[config.mk]
export PLATFORM = sky130hd
export DESIGN_NAME = clk_src_mgr
export DESIGN_NICKNAME = d
export VERILOG_FILES = /design/src/rtl/clk_src_pkg.sv /design/src/rtl/clk_src_sync_edge.sv /design/src/rtl/clk_src_period_meter.sv /design/src/rtl/clk_src_osc.sv /design/src/rtl/clk_src_ctrl.sv /design/src/rtl/clk_src_mgr.sv
export SDC_FILE = /design/constraint.sdc
export NUM_CORES = 1
export LEC_CHECK = 0
export ABC_AREA = 1
export BUFFER_PORTS_ARGS = -buffer_cell sky130_fd_sc_hd__buf_2
export CAP_MARGIN = 20
export CORE_MARGIN = 8
export CORE_UTILIZATION = 45
export DETAILED_ROUTE_END_ITERATION = 6
export SLEW_MARGIN = 20
export SYNTH_ARGS = -nofsm -noshare
export SYNTH_HDL_FRONTEND = slang
export SYNTH_SLANG_ARGS = --single-unit
[constraint.sdc]
create_clock -name clk -period 3.9 [get_ports clk]
set_input_delay 0 -clock clk [delete_from_list [all_inputs] [get_ports clk]]
set_output_delay 0 -clock clk [all_outputs]
set_load 0.03 [all_outputs]
[src/rtl/clk_src_pkg.sv]
// Shared types for the switching clock source manager.
// Assumes the configuration strap arrives already decoded to two bits.
package clk_src_pkg;

    typedef enum logic [1:0] {
        MODE_IN   = 2'b00,
        MODE_AUTO = 2'b01,
        MODE_OUT  = 2'b10
    } mode_e;

    typedef enum logic [1:0] {
        SRC_NONE     = 2'b00,
        SRC_INT      = 2'b01,
        SRC_EXT      = 2'b10,
        SRC_FALLBACK = 2'b11
    } src_e;

    typedef enum logic [1:0] {
        ST_IDLE,
        ST_DETECT,
        ST_EXT,
        ST_INT
    } ctl_state_e;

    // Map the decoded strap to a mode; the unused code behaves as auto-detect.
    function automatic mode_e decode_mode(input logic [1:0] strap);
        case (strap)
            2'b00:   return MODE_IN;
            2'b10:   return MODE_OUT;
            default: return MODE_AUTO;
        endcase
    endfunction

endpackage

[src/rtl/clk_src_sync_edge.sv]
// Synchronizes the asynchronous sync line into the reference domain and
// flags its rising edges. Assumes the line is slow against the reference.
// Latency: an input rise before edge k shows as a pulse sampled at edge k+STAGES.
module clk_src_sync_edge #(
    parameter int STAGES = 2
) (
    input  logic clk,
    input  logic rst_n,
    input  logic din,
    output logic rise
);

    logic [STAGES:0] shreg;

    // Shift the line through the synchronizer and one history stage.
    always_ff @(posedge clk) begin
        if (!rst_n) begin
            shreg <= '0;
        end else begin
            shreg <= {shreg[STAGES-1:0], din};
        end
    end

    assign rise = shreg[STAGES-1] & ~shreg[STAGES];

endmodule

[src/rtl/clk_src_period_meter.sv]
// Measures the spacing of sync rising edges in reference cycles, counts
// consecutive in-range periods, and flags loss when the gap saturates.
// Assumes the meter is cleared whenever enable is low.
module clk_src_period_meter #(
    parameter int PER_MIN   = 36,
    parameter int PER_MAX   = 250,
    parameter int VALID_RUN = 4,
    parameter int LOSS_CYC  = 500,
    parameter int CW        = 9,
    parameter int GW        = 2
) (
    input  logic          clk,
    input  logic          rst_n,
    input  logic          enable,
    input  logic          rise,
    output logic [CW-1:0] meas,
    output logic          ok_edge,
    output logic          lock_hit,
    output logic          lost
);

    localparam logic [GW-1:0] GOOD_TOP = GW'(VALID_RUN - 1);
    localparam logic [CW-1:0] MIN_C    = CW'(PER_MIN);
    localparam logic [CW-1:0] MAX_C    = CW'(PER_MAX);
    localparam logic [CW-1:0] LOSS_C   = CW'(LOSS_CYC);

    logic          armed;
    logic [GW-1:0] good;
    logic          in_range;

    assign in_range = armed && (meas >= MIN_C) && (meas <= MAX_C);
    assign ok_edge  = rise && in_range;
    assign lock_hit = ok_edge && (good == GOOD_TOP);
    assign lost     = armed && (meas == LOSS_C);

    // Track the gap since the last edge and the run of good periods.
    always_ff @(posedge clk) begin
        if (!rst_n || !enable) begin
            armed <= 1'b0;
            good  <= '0;
            meas  <= '0;
        end else if (rise) begin
            armed <= 1'b1;
            meas  <= CW'(1);
            if (in_range) begin
                good <= (good == GOOD_TOP) ? GOOD_TOP : good + 1'b1;
            end else begin
                good <= '0;
            end
        end else if (meas != LOSS_C) begin
            meas <= meas + 1'b1;
        end
    end

endmodule

[src/rtl/clk_src_osc.sv]
// Programmable divider of the reference clock producing the switching clock.
// High for floor(period/2) cycles; restart forces the phase to zero.
// Assumes period is held stable by the controller between restarts.
module clk_src_osc #(
    parameter int CW = 9
) (
    input  logic          clk,
    input  logic          rst_n,
    input  logic          run,
    input  logic          restart,
    input  logic [CW-1:0] period,
    output logic          sw_clk
);

    logic [CW-1:0] cnt;
    logic          wrap;

    assign wrap = ({1'b0, cnt} + 1'b1) >= {1'b0, period};

    // Advance the phase counter, wrapping at the period or on restart.
    always_ff @(posedge clk) begin
        if (!rst_n) begin
            cnt <= '0;
        end else if (restart || wrap) begin
            cnt <= '0;
        end else begin
            cnt <= cnt + 1'b1;
        end
    end

    assign sw_clk = run && (cnt < (period >> 1));

endmodule

[src/rtl/clk_src_ctrl.sv]
// Source selection controller: takes the first start, runs the detection
// window, locks to or falls back from the external clock, and holds the
// strap values captured at start until reset.
// Assumes lock and loss indications come from the period meter.
module clk_src_ctrl
    import clk_src_pkg::*;
#(
    parameter int PER_DEF       = 125,
    parameter int PER_STRAP_LO  = 250,
    parameter int PER_STRAP_MID = 125,
    parameter int PER_STRAP_HI  = 50,
    parameter int DETECT_WIN    = 1500,
    parameter int CW            = 9,
    parameter int WW            = 11
) (
    input  logic          clk,
    input  logic          rst_n,
    input  logic          start,
    input  logic [1:0]    mode_strap,
    input  logic [1:0]    freq_strap,
    input  logic          lock_hit,
    input  logic          ok_edge,
    input  logic          lost,
    input  logic [CW-1:0] meas,
    output logic          run,
    output logic          restart,
    output logic          meter_en,
    output logic          sync_oe,
    output logic [CW-1:0] per_q,
    output src_e          status
);

    localparam logic [WW-1:0] WIN_LAST = WW'(DETECT_WIN - 1);

    ctl_state_e    state;
    mode_e         mode_q;
    logic [1:0]    strap_q;
    logic [WW-1:0] win;
    logic          win_done;
    logic          start_out;

    // Period chosen by the captured frequency strap.
    function automatic logic [CW-1:0] strap_period(input logic [1:0] s);
        case (s)
            2'b00:   return CW'(PER_STRAP_LO);
            2'b10:   return CW'(PER_STRAP_HI);
            default: return CW'(PER_STRAP_MID);
        endcase
    endfunction

    assign win_done  = (win == WIN_LAST);
    assign start_out = (state == ST_IDLE) && start && (decode_mode(mode_strap) == MODE_OUT);
    assign run       = (state == ST_EXT) || (state == ST_INT);
    assign meter_en  = (state == ST_DETECT) || (state == ST_EXT);

    // Phase restarts: start of output mode, end of detection, accepted edges.
    always_comb begin
        restart = 1'b0;
        case (state)
            ST_IDLE:   restart = start_out;
            ST_DETECT: restart = lock_hit || win_done;
            ST_EXT:    restart = ok_edge && !lost;
            default:   restart = 1'b0;
        endcase
    end

    // Sequence the source selection and hold the captured strap values.
    always_ff @(posedge clk) begin
        if (!rst_n) begin
            state   <= ST_IDLE;
            mode_q  <= MODE_AUTO;
            strap_q <= 2'b00;
            win     <= '0;
            per_q   <= '0;
            status  <= SRC_NONE;
            sync_oe <= 1'b0;
        end else begin
            case (state)
                ST_IDLE: begin
                    if (start) begin
                        mode_q  <= decode_mode(mode_strap);
                        strap_q <= freq_strap;
                        win     <= '0;
                        if (start_out) begin
                            state   <= ST_INT;
                            status  <= SRC_INT;
                            per_q   <= CW'(PER_DEF);
                            sync_oe <= 1'b1;
                        end else begin
                            state <= ST_DETECT;
                        end
                    end
                end
                ST_DETECT: begin
                    if (lock_hit) begin
                        state  <= ST_EXT;
                        status <= SRC_EXT;
                        per_q  <= meas;
                    end else if (win_done) begin
                        state  <= ST_INT;
                        status <= SRC_INT;
                        per_q  <= (mode_q == MODE_AUTO) ? strap_period(strap_q) : CW'(PER_DEF);
                    end else begin
                        win <= win + 1'b1;
                    end
                end
                ST_EXT: begin
                    if (lost) begin
                        state  <= ST_INT;
                        status <= SRC_FALLBACK;
                    end else if (ok_edge) begin
                        per_q <= meas;
                    end
                end
                default: begin
                    state <= ST_INT;
                end
            endcase
        end
    end

endmodule

[src/rtl/clk_src_mgr.sv]
// Top of the switching clock source manager: synchronizes the sync line,
// measures it, selects the clock source and drives the switching clock.
// Assumes straps are decoded and static except where the requirements allow.
module clk_src_mgr
    import clk_src_pkg::*;
#(
    parameter int PER_MIN       = 36,
    parameter int PER_MAX       = 250,
    parameter int PER_DEF       = 125,
    parameter int PER_STRAP_LO  = 250,
    parameter int PER_STRAP_MID = 125,
    parameter int PER_STRAP_HI  = 50,
    parameter int DETECT_WIN    = 1500,
    parameter int VALID_RUN     = 4,
    parameter int SYNC_STAGES   = 2
) (
    input  logic       clk,
    input  logic       rst_n,
    input  logic       sync_in,
    input  logic [1:0] mode_strap,
    input  logic [1:0] freq_strap,
    input  logic       low_power,
    input  logic       en,
    input  logic       supply_good,
    output logic       sw_clk,
    output logic       sync_oe,
    output logic [1:0] src_status
);

    localparam int LOSS_CYC = 2 * PER_MAX;
    localparam int CW       = $clog2(LOSS_CYC + 1);
    localparam int WW       = $clog2(DETECT_WIN);
    localparam int GW       = (VALID_RUN > 1) ? $clog2(VALID_RUN) : 1;

    logic          rise;
    logic          meter_en;
    logic [CW-1:0] meas;
    logic          ok_edge;
    logic          lock_hit;
    logic          lost;
    logic          run;
    logic          restart;
    logic [CW-1:0] per_q;
    logic          start;
    src_e          status;

    assign start      = low_power ? en : supply_good;
    assign src_status = status;

    clk_src_sync_edge #(
        .STAGES(SYNC_STAGES)
    ) u_edge (
        .clk  (clk),
        .rst_n(rst_n),
        .din  (sync_in),
        .rise (rise)
    );

    clk_src_period_meter #(
        .PER_MIN  (PER_MIN),
        .PER_MAX  (PER_MAX),
        .VALID_RUN(VALID_RUN),
        .LOSS_CYC (LOSS_CYC),
        .CW       (CW),
        .GW       (GW)
    ) u_meter (
        .clk     (clk),
        .rst_n   (rst_n),
        .enable  (meter_en),
        .rise    (rise),
        .meas    (meas),
        .ok_edge (ok_edge),
        .lock_hit(lock_hit),
        .lost    (lost)
    );

    clk_src_ctrl #(
        .PER_DEF      (PER_DEF),
        .PER_STRAP_LO (PER_STRAP_LO),
        .PER_STRAP_MID(PER_STRAP_MID),
        .PER_STRAP_HI (PER_STRAP_HI),
        .DETECT_WIN   (DETECT_WIN),
        .CW           (CW),
        .WW           (WW)
    ) u_ctrl (
        .clk       (clk),
        .rst_n     (rst_n),
        .start     (start),
        .mode_strap(mode_strap),
        .freq_strap(freq_strap),
        .lock_hit  (lock_hit),
        .ok_edge   (ok_edge),
        .lost      (lost),
        .meas      (meas),
        .run       (run),
        .restart   (restart),
        .meter_en  (meter_en),
        .sync_oe   (sync_oe),
        .per_q     (per_q),
        .status    (status)
    );

    clk_src_osc #(
        .CW(CW)
    ) u_osc (
        .clk    (clk),
        .rst_n  (rst_n),
        .run    (run),
        .restart(restart),
        .period (per_q),
        .sw_clk (sw_clk)
    );

endmodule

==> run_results.csv <==
group,metric,value,unit
status,status,"finished clean",
min_path,hp-class,"in2reg",
timing,hold_viol,0,
placed_design,io_buffers,13,
power_and_ir_drop,p_switching,748,uW
timing,slew_viol_final,0,
timing,tightest_slew,0.610,ns
die,num_rows,30,
clock_tree,cts_tree,"built",
power_and_ir_drop,p_per_area,528,nW/um2
synth,syn_inst,451,
placed_design,dp_hpwl,5210,um
placed_design,dpl-instance-area,3300,um2
clock_tree,post_cts_buffers,0,
global_routing,grt_max_degree,20,
detailed_routing,routed_wl,6690,um
critical_path,crit_type,"reg2reg",
global_routing,overflow,0,
synth,syn_avg_cell_area,6.98,um2
detailed_routing,met1_length,3120,um
final_layout,num-nets-final,504,
synth,syn_area,3150,um2
global_routing,grt_pass1_vias,2666,
synth,syn_nets,486,
clock_tree,path_clk_slew,0.10,ns
clock_tree,ctsLongestPathBuffers,2,
detailed_routing,highest_layer,"met4",
power_and_ir_drop,swShare,0.410,
synth,synth.distinct_cells,37,
detailed_routing,wire_per_inst,11.8,um
timing,tns,0,ns
global_routing,grt_pass1_wl,11700,um
timing,slew_headroom,0.591,
die,io_pins,14,
power_and_ir_drop,power.internal,1080,uW
synth,synth_top_area_share,0.337,
detailed_routing,vias,2761,
critical_path,cp.arrival,2.58,ns
timing,fin_crit_sh,0.596,
die,coreArea,6790,um2
synth,yosysTopAreaCell,"dfxtp_1",
critical_path,cp.required,4.16,ns
clock_tree,clock_sinks,53,
power_and_ir_drop,pwr-share-comb,0.417,
clock_tree,cts_resized,0,
critical_path,start_kind,"flop",
detailed_routing,vias_per_cell,4.88,
detailed_routing,dr.pass1.iters,4,
power_and_ir_drop,cellLeakagePower,0.00148,uW
clock_tree,cts_buffers,5,
critical_path,cp_max_fo,9,
global_routing,antenna_found_initial,0,
detailed_routing,met2WireLength,3260,um
synth,seq_area_frac_synth,0.337,
placed_design,place_inst,554,
detailed_routing,met3_length,198,um
clock_tree,cts-root-buf,"clkbuf_8",
final_layout,fin_area,3460,um2
power_and_ir_drop,vdd_drop_max,231,uV
placed_design,place_ws,1.56,ns
clock_tree,clkLatencyLatePin,0.31,ns
timing,rsz0062_at_grt,"false",
clock_tree,htreeDepth,2,
final_layout,final_cells,566,
die,die_x,99.7,um
critical_path,crit_path_end_kind,"flop",
synth,yosysWarnings,0,
detailed_routing,route.detailed.drc,0,
die,fp.dieH,99.7,um
final_layout,drive_above_1_share,0.0894,
final_layout,antenna_cells,0,
power_and_ir_drop,seq_power_share,0.369,
run,cap_viol_max_count,0,
global_routing,grtUsageTotal,0.143,
detailed_routing,ant_nets,0,
die,die_area,9930,um2
final_layout,areaGrowthSynthToFinish,9.73,%
synth,synthTopCellsByArea,"dfxtp_1 (34%), nand2_1 (12%), ha_1 (9.9%), inv_1 (7.9%), a21oi_1 (7.0%)",
power_and_ir_drop,power_frac_clock,0.215,
detailed_routing,drt_iter0_drc,81,
timing,worst_slack,1.58,ns
timing,period_needed,2.32,ns
timing,skew,0.00967,ns
timing,fmax,430,MHz
placed_design,gp_congestion,0.832,
die,initial_core_util,0.464,
timing,finalSetupViolCount,0,
synth,ys_ff_latch,53,
## layout by cell type (no fill, tap or decap), types with 6 or more instances in the layout
cell      netlist  final
buf_2           1     13
a21oi_1        44     44
nor2_1         45     45
nand3_1        22     22
nand2_2         7      7
ha_1           25     25
dfxtp_1        53     53
nand4_1         9      9
nor3_1          8      8
inv_1          66     66
o21ai_0        18     18
xor2_1         10     10
clkbuf_8        0      6
nand2_1        99     99
## power groups by stage
stage | sequential, uW | clock [uW] | combinational [uW]
final | 672 | 392 | 760
after global routing | 684 | 426 | 883
after CTS | 673 | 412 | 768
after detailed placement | 686 | 0 | 761
after global placement | 684 | 0 | 754
after floorplan | 691 | 0 | 591
## cell families after synthesis
group / count (synthesis) / share of synthesized area
fa+ha+maj: 25 / 0.0993
flops: 53 / 0.337
buf+inv: 77 / 0.0969
compound gates: 78 / 0.137
xor+xnor: 14 / 0.0389
simple gates: 204 / 0.290
## flip-flops by register name, summed over array words and instances, names as in the netlist
register,cells
u_ctrl.mode_q,2
u_ctrl.per_q,9
u_ctrl.state,2
u_ctrl.status,2
u_ctrl.strap_q,2
u_ctrl.sync_oe,1
u_ctrl.win,11
u_edge.shreg,3
u_meter.armed,1
u_meter.good,2
u_meter.meas,9
u_osc.cnt,9
## metrics by stage
step                      hold slack [ns]  power [uW]  utilization
after global routing               0.0679        1990        0.509
final                              0.0602        1820        0.509
after CTS                          0.0532        1850        0.509
after detailed placement            0.193        1450        0.485
after floorplan                    0.0976        1280            -
after global placement              0.190        1440        0.485
## cell type report
type	count	area, um2
clock inverters	2	37.5
flip-flops and latches	53	1060
multi-input cells	321	1780
fillers	685	3340
inverters	71	267
clock buffers	6	82.6
well taps	96	120
repair buffers	17	105
## synth_stat cells
master	number
o21ai_0	18
ha_1	25
o211ai_1	2
o21a_1	3
xnor2_1	4
nand4_1	9
and3_1	2
inv_1	66
nor2_2	2
inv_2	4
o21ai_2	2
o21ai_1	1
nor3_2	1
clkinv_1	1
dfxtp_1	53
nand2_1	99
nor2_4	1
and2_1	1
a21oi_2	1
xor2_1	10
nor3b_1	4
nor3_1	8
nand3_1	22
nor2_1	45
a21o_1	2
buf_2	1
o2111a_1	1
nand2_2	7
a211oi_1	1
o22ai_1	1
o21bai_1	1
buf_6	2
nand4_4	1
nand3_2	2
clkbuf_1	3
a31oi_1	1
a21oi_1	44
## critical path, cell delays in order, from the launching register on
cell and delay [ns]:
dfxtp_1 0.41, and3_1 0.21, nand2_1 0.06, nor2_1 0.16, xnor2_1 0.16, inv_1 0.06, ha_1 0.31, a21o_1 0.19
nor2_1 0.08, o21ai_0 0.09, nand3_1 0.07, nand2_1 0.05, a21oi_1 0.16, o21ai_2 0.16, nor2_1 0.12
## routing by layer
metal | GRT usage | vias to the layer above
met2 | 0.256 | 28
met4 | 0.0501 | 0
met3 | 0.0244 | 11
met5 | 0 | -
met1 | 0.166 | 1238
li1 | - | 1484
## worst paths after layout
kind                                    endpoint  slack (ns)  cells past startpoint       startpoint
worst min register to register   u_edge.shreg[1]        0.42                      2  u_edge.shreg[0]
worst min-delay path            u_ctrl.mode_q[0]        0.06                      2            rst_n
worst max register to register      u_osc.cnt[5]        1.58                     14     u_osc.cnt[0]
worst max-delay path                u_osc.cnt[5]        1.58                     14     u_osc.cnt[0]
## timing repair
item                       in CTS  in global routing
hold buffers                    4                  0
setup endpoints to repair       0                  0
hold endpoints to repair        4                  0
Note: power is estimated with default switching activity, not from simulation.
